## config.mk

```make
export PLATFORM = sky130hd
export DESIGN_NAME = dds_param_select
export DESIGN_NICKNAME = d
export VERILOG_FILES = /design/src/rtl/dds_param_select.sv
export SDC_FILE = /design/constraint.sdc
export NUM_CORES = 1
export LEC_CHECK = 0
export ABC_AREA = 1
export BUFFER_PORTS_ARGS = -buffer_cell sky130_fd_sc_hd__buf_4
export CAP_MARGIN = 20
export CORE_AREA = 2 2 242 244
export CTS_CLUSTER_DIAMETER = 60
export DETAILED_ROUTE_END_ITERATION = 8
export DIE_AREA = 0 0 244 246
export PLACE_DENSITY_LB_ADDON = 0.08
export SLEW_MARGIN = 20
export SYNTH_ARGS = -nofsm -noshare
export SYNTH_HDL_FRONTEND = slang
export SYNTH_SLANG_ARGS = --single-unit
```

## constraint.sdc

```tcl
create_clock -name clk -period 0.8 [get_ports clk]
set_input_delay 0.08 -clock clk [delete_from_list [all_inputs] [get_ports clk]]
set_output_delay 0.08 -clock clk [all_outputs]
set_load 0.01 [all_outputs]
```

## src/rtl/dds_param_select.sv

```systemverilog
module dds_param_select #(
  parameter int NPROF = 8,
  parameter int FW = 32,
  parameter int PW = 16,
  parameter int AW = 12,
  parameter int DW = 32,
  localparam int SELW = $clog2(NPROF)
) (
  input  logic                clk,
  input  logic                rst_n,
  input  logic [SELW-1:0]     prof_sel,
  input  logic [NPROF*FW-1:0] prof_ftw,
  input  logic [NPROF*PW-1:0] prof_pow,
  input  logic [NPROF*AW-1:0] prof_asf,
  input  logic                amp_en,
  input  logic                osk_en,
  input  logic [AW-1:0]       osk_val,
  input  logic                ramp_en,
  input  logic [1:0]          ramp_dest,
  input  logic [DW-1:0]       ramp_val,
  input  logic                par_en,
  input  logic [1:0]          par_dest,
  input  logic [DW-1:0]       par_word,
  output logic [FW-1:0]       ftw_q,
  output logic [PW-1:0]       pow_q,
  output logic [AW-1:0]       asf_q
);
  localparam logic [1:0] DEST_FREQ = 2'd0;
  localparam logic [1:0] DEST_PHASE = 2'd1;
  localparam logic [1:0] DEST_AMP = 2'd2;
  localparam logic [1:0] DEST_POLAR = 2'd3;

  logic [FW-1:0] sel_ftw;
  logic [PW-1:0] sel_pow;
  logic [AW-1:0] sel_asf;
  assign sel_ftw = prof_ftw[prof_sel*FW +: FW];
  assign sel_pow = prof_pow[prof_sel*PW +: PW];
  assign sel_asf = prof_asf[prof_sel*AW +: AW];

  logic ramp_f, ramp_p, ramp_a;
  assign ramp_f = ramp_en && (ramp_dest == DEST_FREQ);
  assign ramp_p = ramp_en && (ramp_dest == DEST_PHASE);
  assign ramp_a = ramp_en && (ramp_dest == DEST_AMP);

  logic par_f, par_p, par_a;
  assign par_f = par_en && (par_dest == DEST_FREQ);
  assign par_p = par_en && (par_dest == DEST_PHASE || par_dest == DEST_POLAR);
  assign par_a = par_en && (par_dest == DEST_AMP || par_dest == DEST_POLAR);

  logic [AW-1:0] par_amp;
  assign par_amp = (par_dest == DEST_POLAR) ? par_word[DW-PW-1 -: AW] : par_word[DW-1 -: AW];

  logic [FW-1:0] ftw_d;
  logic [PW-1:0] pow_d;
  logic [AW-1:0] asf_d;
  assign ftw_d = par_f  ? par_word[DW-1 -: FW] :
                 ramp_f ? ramp_val[DW-1 -: FW] : sel_ftw;
  assign pow_d = par_p  ? par_word[DW-1 -: PW] :
                 ramp_p ? ramp_val[DW-1 -: PW] : sel_pow;
  assign asf_d = osk_en  ? osk_val :
                 par_a   ? par_amp :
                 !amp_en ? {AW{1'b1}} :
                 ramp_a  ? ramp_val[DW-1 -: AW] : sel_asf;

  always_ff @(posedge clk or negedge rst_n) begin
    if (!rst_n) begin
      ftw_q <= '0;
      pow_q <= '0;
      asf_q <= '0;
    end else begin
      ftw_q <= ftw_d;
      pow_q <= pow_d;
      asf_q <= asf_d;
    end
  end
endmodule


```

After elaboration in Yosys (flattened, before gate mapping)
Cells that the tools add are included.
{"block": "word_totals", "out_inout_bits": 60, "elab_cells": 31, "reg_bits": 60, "in_bits": 569}
{"block": "classes", "n_eq_ne": 5, "muxes": 9, "n_mul": 1, "n_reduce_logical": 10, "shift": 3}
{"operator": "indexed part select 256 x 9 -> 32 bit", "count": 1}
{"operator": "indexed part select 128 x 8 -> 16 bit", "count": 1}
{"operator": "indexed part select 96 x 8 -> 12 bit", "count": 1}
{"operator": "two-way mux 32 bit", "count": 2}
{"operator": "two-way mux 12 bit", "count": 5}
{"operator": "two-way mux 16 bit", "count": 2}
{"operator": "== test 2 bit (second input constant)", "count": 3}
{"operator": "logical AND 1 bit", "count": 6}
{"operator": "multiplier 3 x 2 -> 5 bit (second input constant)", "count": 1}
{"operator": "== test 2 x 1 -> 1 bit (second input constant)", "count": 2}
{"operator": "logical NOT 2 bit", "count": 2}
{"operator": "logical OR 1 bit", "count": 2}

Longest topological paths before layout
Gate-level depths: netlist (run 1).
{"block": "logic_depth", "depth_word": 6, "ltp_mapped": 11, "depth_no_buf": 9}

Worst setup path before layout (run 1)
OpenSTA, ideal clock, no wires.
{"block": "synth_timing", "path_kind": "input-to-reg", "from": "in prof_sel[2]", "to": "reg ftw_q[20]", "setup_slack_ns": -0.246, "setup_ns": 0.118, "arrival_time_ns": 0.928, "path_stages": 8, "t_required_ns": 0.682, "n_path_buf": 2, "cell_sequence": "buf_4 > inv_2 > clkbuf_1 > nand3_1 > nand3_1 > nand2_1 > a21oi_1 > nor2_1"}
{"block": "synth_via", "elab_chain_cells": 3}
{"item": "from (decl)", "line_no": "11", "text": "input logic [SELW-1:0] prof_sel,"}
{"item": "indexed part select 256 x 9 -> 32 bit", "line_no": "36", "text": "assign sel_ftw = prof_ftw[prof_sel*FW +: FW];"}
{"item": "two-way mux 32 bit", "line_no": "57", "text": "ramp_f ? ramp_val[DW-1 -: FW] : sel_ftw;"}
{"item": "two-way mux 32 bit", "line_no": "56", "text": "assign ftw_d = par_f ? par_word[DW-1 -: FW] :"}
{"item": "net ftw_d[20]", "line_no": "53", "text": "logic [FW-1:0] ftw_d;"}
{"item": "to (signal assigned)", "line_no": "71", "text": "ftw_q <= ftw_d;"}
{"item": "to (decl)", "line_no": "24", "text": "output logic [FW-1:0] ftw_q,"}
The timed path passes the listed nets, and every way through them passes these cells.

Worst setup path in the final report (run 1)
{"block": "layout_timing", "from": "reg ftw_q[20]", "to": "out ftw_q[20]"}
No word-level cell between the ends.

==> results by group, run 1 <==
Final layout
  – Nets: 2958
  – Non-Filler Instances: 3166
  – Finished Core Util: 34.83%
  – Cell area after layout: 19980 µm²
  – Synth-to-layout area growth: 141.5%
  – Share of layout cells above drive strength 1: 56.75%

Place
  – Placer Congestion: 0.9091
  – Dpl cells: 3049
  – HPWL after detailed placement: 57590 µm
  – Port buffer count: 628
  – Placement Setup Slack: -0.7795 ns
  – Placed Instance Area: 14830 µm²

Floorplanning
  – I/O pin total: 629
  – Total core area: 57370 µm²
  – Die extent in y: 246 µm
  – Die X: 244 µm
  – Cell Rows: 88
  – Starting density of the core: 14.43%
  – Die area: 60020 µm²

STA
  – Hold WS: 0.007305 ns
  – Final setup violation count: 120
  – Min Clock Period, post-route: 1.029 ns
  – RSZ-0062 raised after global routing: yes
  – Final hold vios: 0
  – Slew margin rel.: 73.65%
  – Sum of negative setup slack: -15.12 ns
  – Fmax: 0.9722 GHz
  – Worst slew pin tran: 0.3948 ns
  – Final WS setup: -0.2286 ns
  – Final Cycle Share: 128.6%
  – Final Slew Violations: 0

Global route
  – Global-route wire length before repair: 98910 µm
  – GRT Overall Usage: 22.76%
  – Largest net degree at the start of global routing: 33
  – Initial antenna violation count: 7
  – Grt ovf: 0
  – Vias in the first global route: 14578

Setup path
  – Max Fanout on Critical Path: 1
  – WP data required: 0.72 ns
  – WS Path Type: register to output port
  – Slowest CP cell: dfrtp_2
  – Crit. End Element: output port
  – Crit-path leading delay family: flip-flops
  – Startpoint types: register
  – Critical Path AT: 0.95 ns
  – Largest stage delay on the critical path: 0.45 ns
  – Crit-path cells: buf_6
  – Crit path buf inv count: 1

Yosys
  – Post-Syn Area per Cell: 5.093 µm²
  – Top-count cell post-synth: nand2_1
  – Synth Cell Area: 8275 µm²
  – Post-synthesis instance total: 1625
  – FF+latch count, synth: 60
  – Yosys warnings: 0
  – Ranking of synthesized cells by area: nand2_1 28%, nand3_1 19%, dfrtp_1 18%, inv_1 9.9%, nor2_1 6.8%
  – Synth Net Count: 2194
  – Synth top area share: 28.30%
  – Seq/Total Area, Yosys: 18.14%
  – Synth cell types: 20
  – Dominant cell type by area after synthesis: nand2_1
  – Synth Flop Type: dfrtp_1
  – Number of synthesized flops with an enable pin: 0
  – Post-synth ARST share: 100.0%
  – Top cells by count, synth: 624 x nand2_1, 312 x nand3_1, 218 x inv_1

Run
  – Max Cap Viol: 0

Route
  – Initial DRC count: 525
  – First-pass DRT Iterations: 5
  – WL final: 74020 µm
  – DR vias/cell: 4.377
  – DRC Markers: 0
  – Routed len/inst: 23.38 µm
  – Antenna-violating nets left: 0
  – Vias: 13859

Clock tree
  – Clock Root Buffer: clkbuf_16
  – H-tree depth: 3
  – Clock sinks: 60
  – Clock transition at the registers of the reported paths: 0.06 ns
  – CTS tree: done
  – Clock buffer depth: 2
  – Total CTS buffers: 9

Pwr
  – Worst vdd ir: 0.9739 mV
  – PwrDens: 935.0 nW/µm²
  – LEAKAGE: 10.46 nW
  – Final Power: 18.68 mW

Outcome
  – Failing checks: negative setup slack
  – Outcome: finished, violations left

Worst hold path
  – Worst hold-check path type: input pin to register
==> registers in the layout, summed over array words and instances (netlist names) <==
name	cells
pow_q	16
asf_q	12
ftw_q	32
==> area by class of cell <==
type	instances	area, µm²
antenna	8	20.02
multi-input combinational	1229	7880
sequential	60	1504
timing repair buffer	867	8439
inverter	221	890.9
fill	6264	37380
timing repair inverter	1	20.02
tap	765	957.2
clock inverter	2	10.01
clock buffer	13	260.3
==> routing by layer <==
metal | GRT usage (%) | wire (µm) | part of all wire (%)
met2 | 40.88 | 37670 | 51
met4 | 9.738 | 2796 | 3.8
met1 | 25.85 | 29400 | 40
met5 | 0 | 0 | 0
met3 | 5.022 | 4157 | 5.6
==> cell families after synthesis <==
family	share of synthesized area, %
AOI/OAI and AO/OA	9.041
and+or+nand+nor	54.40
DFF	18.14
buffers and inverters	18.42
==> power by group <==
group | switching, mW | leakage (nW) | internal (mW)
clock network | 1.53 | 0.136 | 2.24
logic | 5.52 | 9.63 | 5.72
registers | 0.258 | 0.697 | 3.42
total | 7.30 | 10.5 | 11.4
==> path summary, 6_finish.rpt <==
check                             to  cells past startpoint    startpoint  slack [ns]
setup / recovery           ftw_q[20]                      1     ftw_q[20]       -0.23
hold / removal             ftw_q[16]                      3  par_word[16]       0.007
max in group asynchronous  ftw_q[11]                      3         rst_n        0.18
min in group asynchronous   asf_q[7]                      2         rst_n        0.15
==> cell usage in the layout, fill, tap and decap left out, types with 4 or more instances in the layout <==
cell type / n
o211ai_1: 25
nor2_2: 16
buf_16: 23
nand3_2: 192
a21oi_2: 30
dfrtp_1: 58
or2_1: 4
nor2_4: 25
nand2_2: 118
nand2_1: 450
buf_4: 649
o21ai_2: 6
buf_12: 41
inv_1: 213
nor2_1: 110
nand2_4: 54
buf_6: 91
diode_2: 8
buf_8: 18
dlygate4sd3_1: 21
o21ai_1: 28
nand3_4: 44
nand3_1: 76
o21ai_0: 44
clkbuf_16: 32
==> repair_timing <==
action	in CTS	in global routing
pin swaps	109	275
resized for setup	423	411
setup endpoints to repair	120	120
gates cloned	17	24
setup buffers	32	16
hold buffers	21	0
hold endpoints to repair	81	0
Note: power is estimated with default switching activity, not from simulation.
==> run 2: changes to the inputs <==
Settings changed: HOLD_SLACK_MARGIN from default to 0.05.
==> run 2 against run 1 <==
  * The run still ends with negative setup slack left
  * Sequential share of layout area is essentially flat
  * Clock power is essentially flat
  * Wire length shrank 0.75%
  * Core utilization shrank 0.22 points
  * Die area is the same
  * Non-clock buffer count grew 21
  * First-iteration DRC count shrank 3.6%
  * Power shrank 0.57%
  * Sequential power is essentially flat
  * Clock-buffer cell count is the same
  * Sequential cell count is the same
==> results by group, run 2 (synthesis gave the netlist of run 1 again) <==
STA
  – Final WS setup: -0.2232 ns (+0.005380 ns)
  – Slew margin rel.: 73.51% (-0.15 points)
  – Min Clock Period, post-route: 1.023 ns (-0.005380 ns)
  – Hold WS: 0.04701 ns (+0.03970 ns)
  – Final setup violation count: 120 (unchanged)
  – Final Cycle Share: 127.9% (-0.67 points)
  – Worst slew pin tran: 0.3970 ns (+0.002208 ns)
  – Fmax: 0.9773 GHz (+0.53%)
  – Final hold vios: 0 (unchanged)
  – Sum of negative setup slack: -14.90 ns (+0.2195 ns)
  – Final Slew Violations: 0 (unchanged)
  – RSZ-0062 raised after global routing: yes

Outcome
  – Failing checks: negative setup slack
  – Outcome: finished, violations left

Route
  – DR vias/cell: 4.351 (-0.60%)
  – Initial DRC count: 506 (-3.6%)
  – Antenna-violating nets left: 0 (unchanged)
  – First-pass DRT Iterations: 5 (unchanged)
  – WL final: 73460 µm (-0.75%)
  – Routed len/inst: 23.07 µm (-1.3%)
  – DRC Markers: 0 (unchanged)
  – Vias: 13859 (unchanged)

Worst hold path
  – Worst hold endpoint: ftw_q[0]
  – Hold Crit Depth: 4 (+1)
  – Hold path start: ramp_val[0]
  – Worst hold-check path type: input pin to register

Setup path
  – Crit path buf inv count: 1 (unchanged)
  – Worst Setup SP: ftw_q[20]
  – Crit. End Element: output port
  – Critical Path AT: 0.94 ns (about the same)
  – Crit-path leading delay family: flip-flops
  – Levels on crit path: 1 (unchanged)
  – Largest stage delay on the critical path: 0.45 ns (about the same)
  – Crit-path cells: buf_6
  – Slowest CP cell: dfrtp_2
  – WS Path Type: register to output port
  – Max Fanout on Critical Path: 1 (unchanged)
  – Startpoint types: register
  – WP data required: 0.72 ns (about the same)

Final layout
  – Synth-to-layout area growth: 139.9%
  – Most frequent cells in the layout: 658 x buf_4, 473 x nand2_1, 214 x inv_1
  – Finished Core Util: 34.61% (-0.22 points)
  – Multi-input gate area: 7617 µm² (-3.3%)
  – Non-Filler Instances: 3185 (+0.60%)
  – Number of flip-flops in the largest register: 32 (unchanged)
  – Largest register by flop count: ftw_q
  – Register Area: 1504 µm² (unchanged)
  – Most common cell after layout, fill and taps aside: buf_4
  – Largest regs: ftw_q (32), pow_q (16), asf_q (12)
  – Nets: 2979 (+0.71%)
  – Share of layout cells above drive strength 1: 54.85% (-1.9 points)
  – Fill cells: 6291 (+0.43%)

Global route
  – Global-route wire length before repair: 99130 µm (+0.22%)
  – GRT Overall Usage: 22.79% (+0.028 points)
  – Largest net degree at the start of global routing: 33 (unchanged)
  – Grt ovf: 0 (unchanged)
  – Vias in the first global route: 14641 (+0.43%)
  – Initial antenna violation count: 8 (+1)

Pwr
  – Sw frac: 38.80% (-0.30 points)
  – PwrDens: 935.6 nW/µm² (about the same)
  – Clock power frac: 20.3% (about the same)
  – Seq pwr share: 19.8% (about the same)
  – LEAKAGE: 10.45 nW (-0.12%)
  – P_int: 11.37 mW (about the same)
  – Logic gate share of total power: 59.9% (-0.2 points)
  – Worst vdd ir: 0.9699 mV (-0.41%)
  – P_sw: 7.207 mW (-1.3%)

Clock tree
  – Clock transition at the registers of the reported paths: 0.06 ns (about the same)
  – CTS tree: done
  – Clock sinks: 60 (unchanged)
  – Post-CTS Hold Buffers: 30 (+43%)
  – H-tree depth: 3 (unchanged)
  – Total CTS buffers: 9 (unchanged)
  – Clock buffer depth: 2 (unchanged)
  – Clock Root Buffer: clkbuf_16

Place
  – Placer Congestion: 0.9091 (unchanged)
  – Placement Setup Slack: -0.7795 ns (unchanged)
  – Dpl cells: 3049 (unchanged)
  – Port buffer count: 628 (unchanged)
  – HPWL after detailed placement: 57590 µm (unchanged)

Floorplanning
  – Die X: 244 µm (unchanged)
  – Cell Rows: 88 (unchanged)
  – Die area: 60020 µm² (unchanged)
  – Starting density of the core: 14.43% (unchanged)
  – I/O pin total: 629 (unchanged)
  – Die extent in y: 246 µm (unchanged)
  – Total core area: 57370 µm² (unchanged)

Run
  – Max Cap Viol: 0 (unchanged)
==> run 2: cell types whose count changed in the layout (fill, tap and decap cells not counted), sizes merged <==
cell and change:
buf +19, clkbuf -7, diode -2, dlygate4sd3 +9
==> run 2: what timing repair did <==
action / 4_1_cts / 5_1_grt
endpoints found under the hold margin: 92 / 1
gates cloned: 17 / 18
pin swaps: 109 / 226
resized for setup: 423 / 350
setup endpoints to repair: 120 / 120
setup buffers: 32 / 31
==> run 2: layout make-up <==
type                       count  share of cell area, %
clock inverter                 2                0.05042
timing repair inverter         1                0.08193
antenna                        6                0.07562
tap                          765                  4.821
sequential                    60                  7.575
multi-input combinational   1229                  38.37
inverter                     221                  4.474
timing repair buffer         888                  43.24
clock buffer                  13                  1.311
==> run 2: stage by stage <==
stage | total power, mW | instance area, µm²
after floorplan | 6.629 | 8354
after global placement | 12.02 | 14830
after detailed placement | 11.98 | 14830
after CTS | 17.64 | 17800
after global routing | 19.63 | 19850
final | 18.58 | 19850
==> run 2: power groups by stage <==
stage	Clock, mW	Sequential [mW]	Combinational [mW]
finish	3.77	3.68	11.1
global route	3.99	3.71	11.9
CTS	3.87	3.69	10.1
detailed placement	0	3.67	8.31
global placement	0	3.68	8.34
floorplan	0	3.78	2.85
==> run 2: per-layer routing <==
metal | up-vias | share of wire (%) | track usage (%)
met5 | - | 0.023 | 0
met4 | 4 | 4.1 | 10.11
met3 | 108 | 5.9 | 5.054
met2 | 502 | 51 | 40.73
met1 | 6614 | 39 | 25.88
li1 | 6631 | - | -
==> run 2: worst max path at each step <==
stage               slack [ns]         to
floorplan                -0.18  ftw_q[20]
global placement         -0.79  ftw_q[30]
detailed placement       -0.78  ftw_q[22]
CTS                      -0.24  ftw_q[20]
global route             -0.24   ftw_q[3]
finish                   -0.22  ftw_q[20]
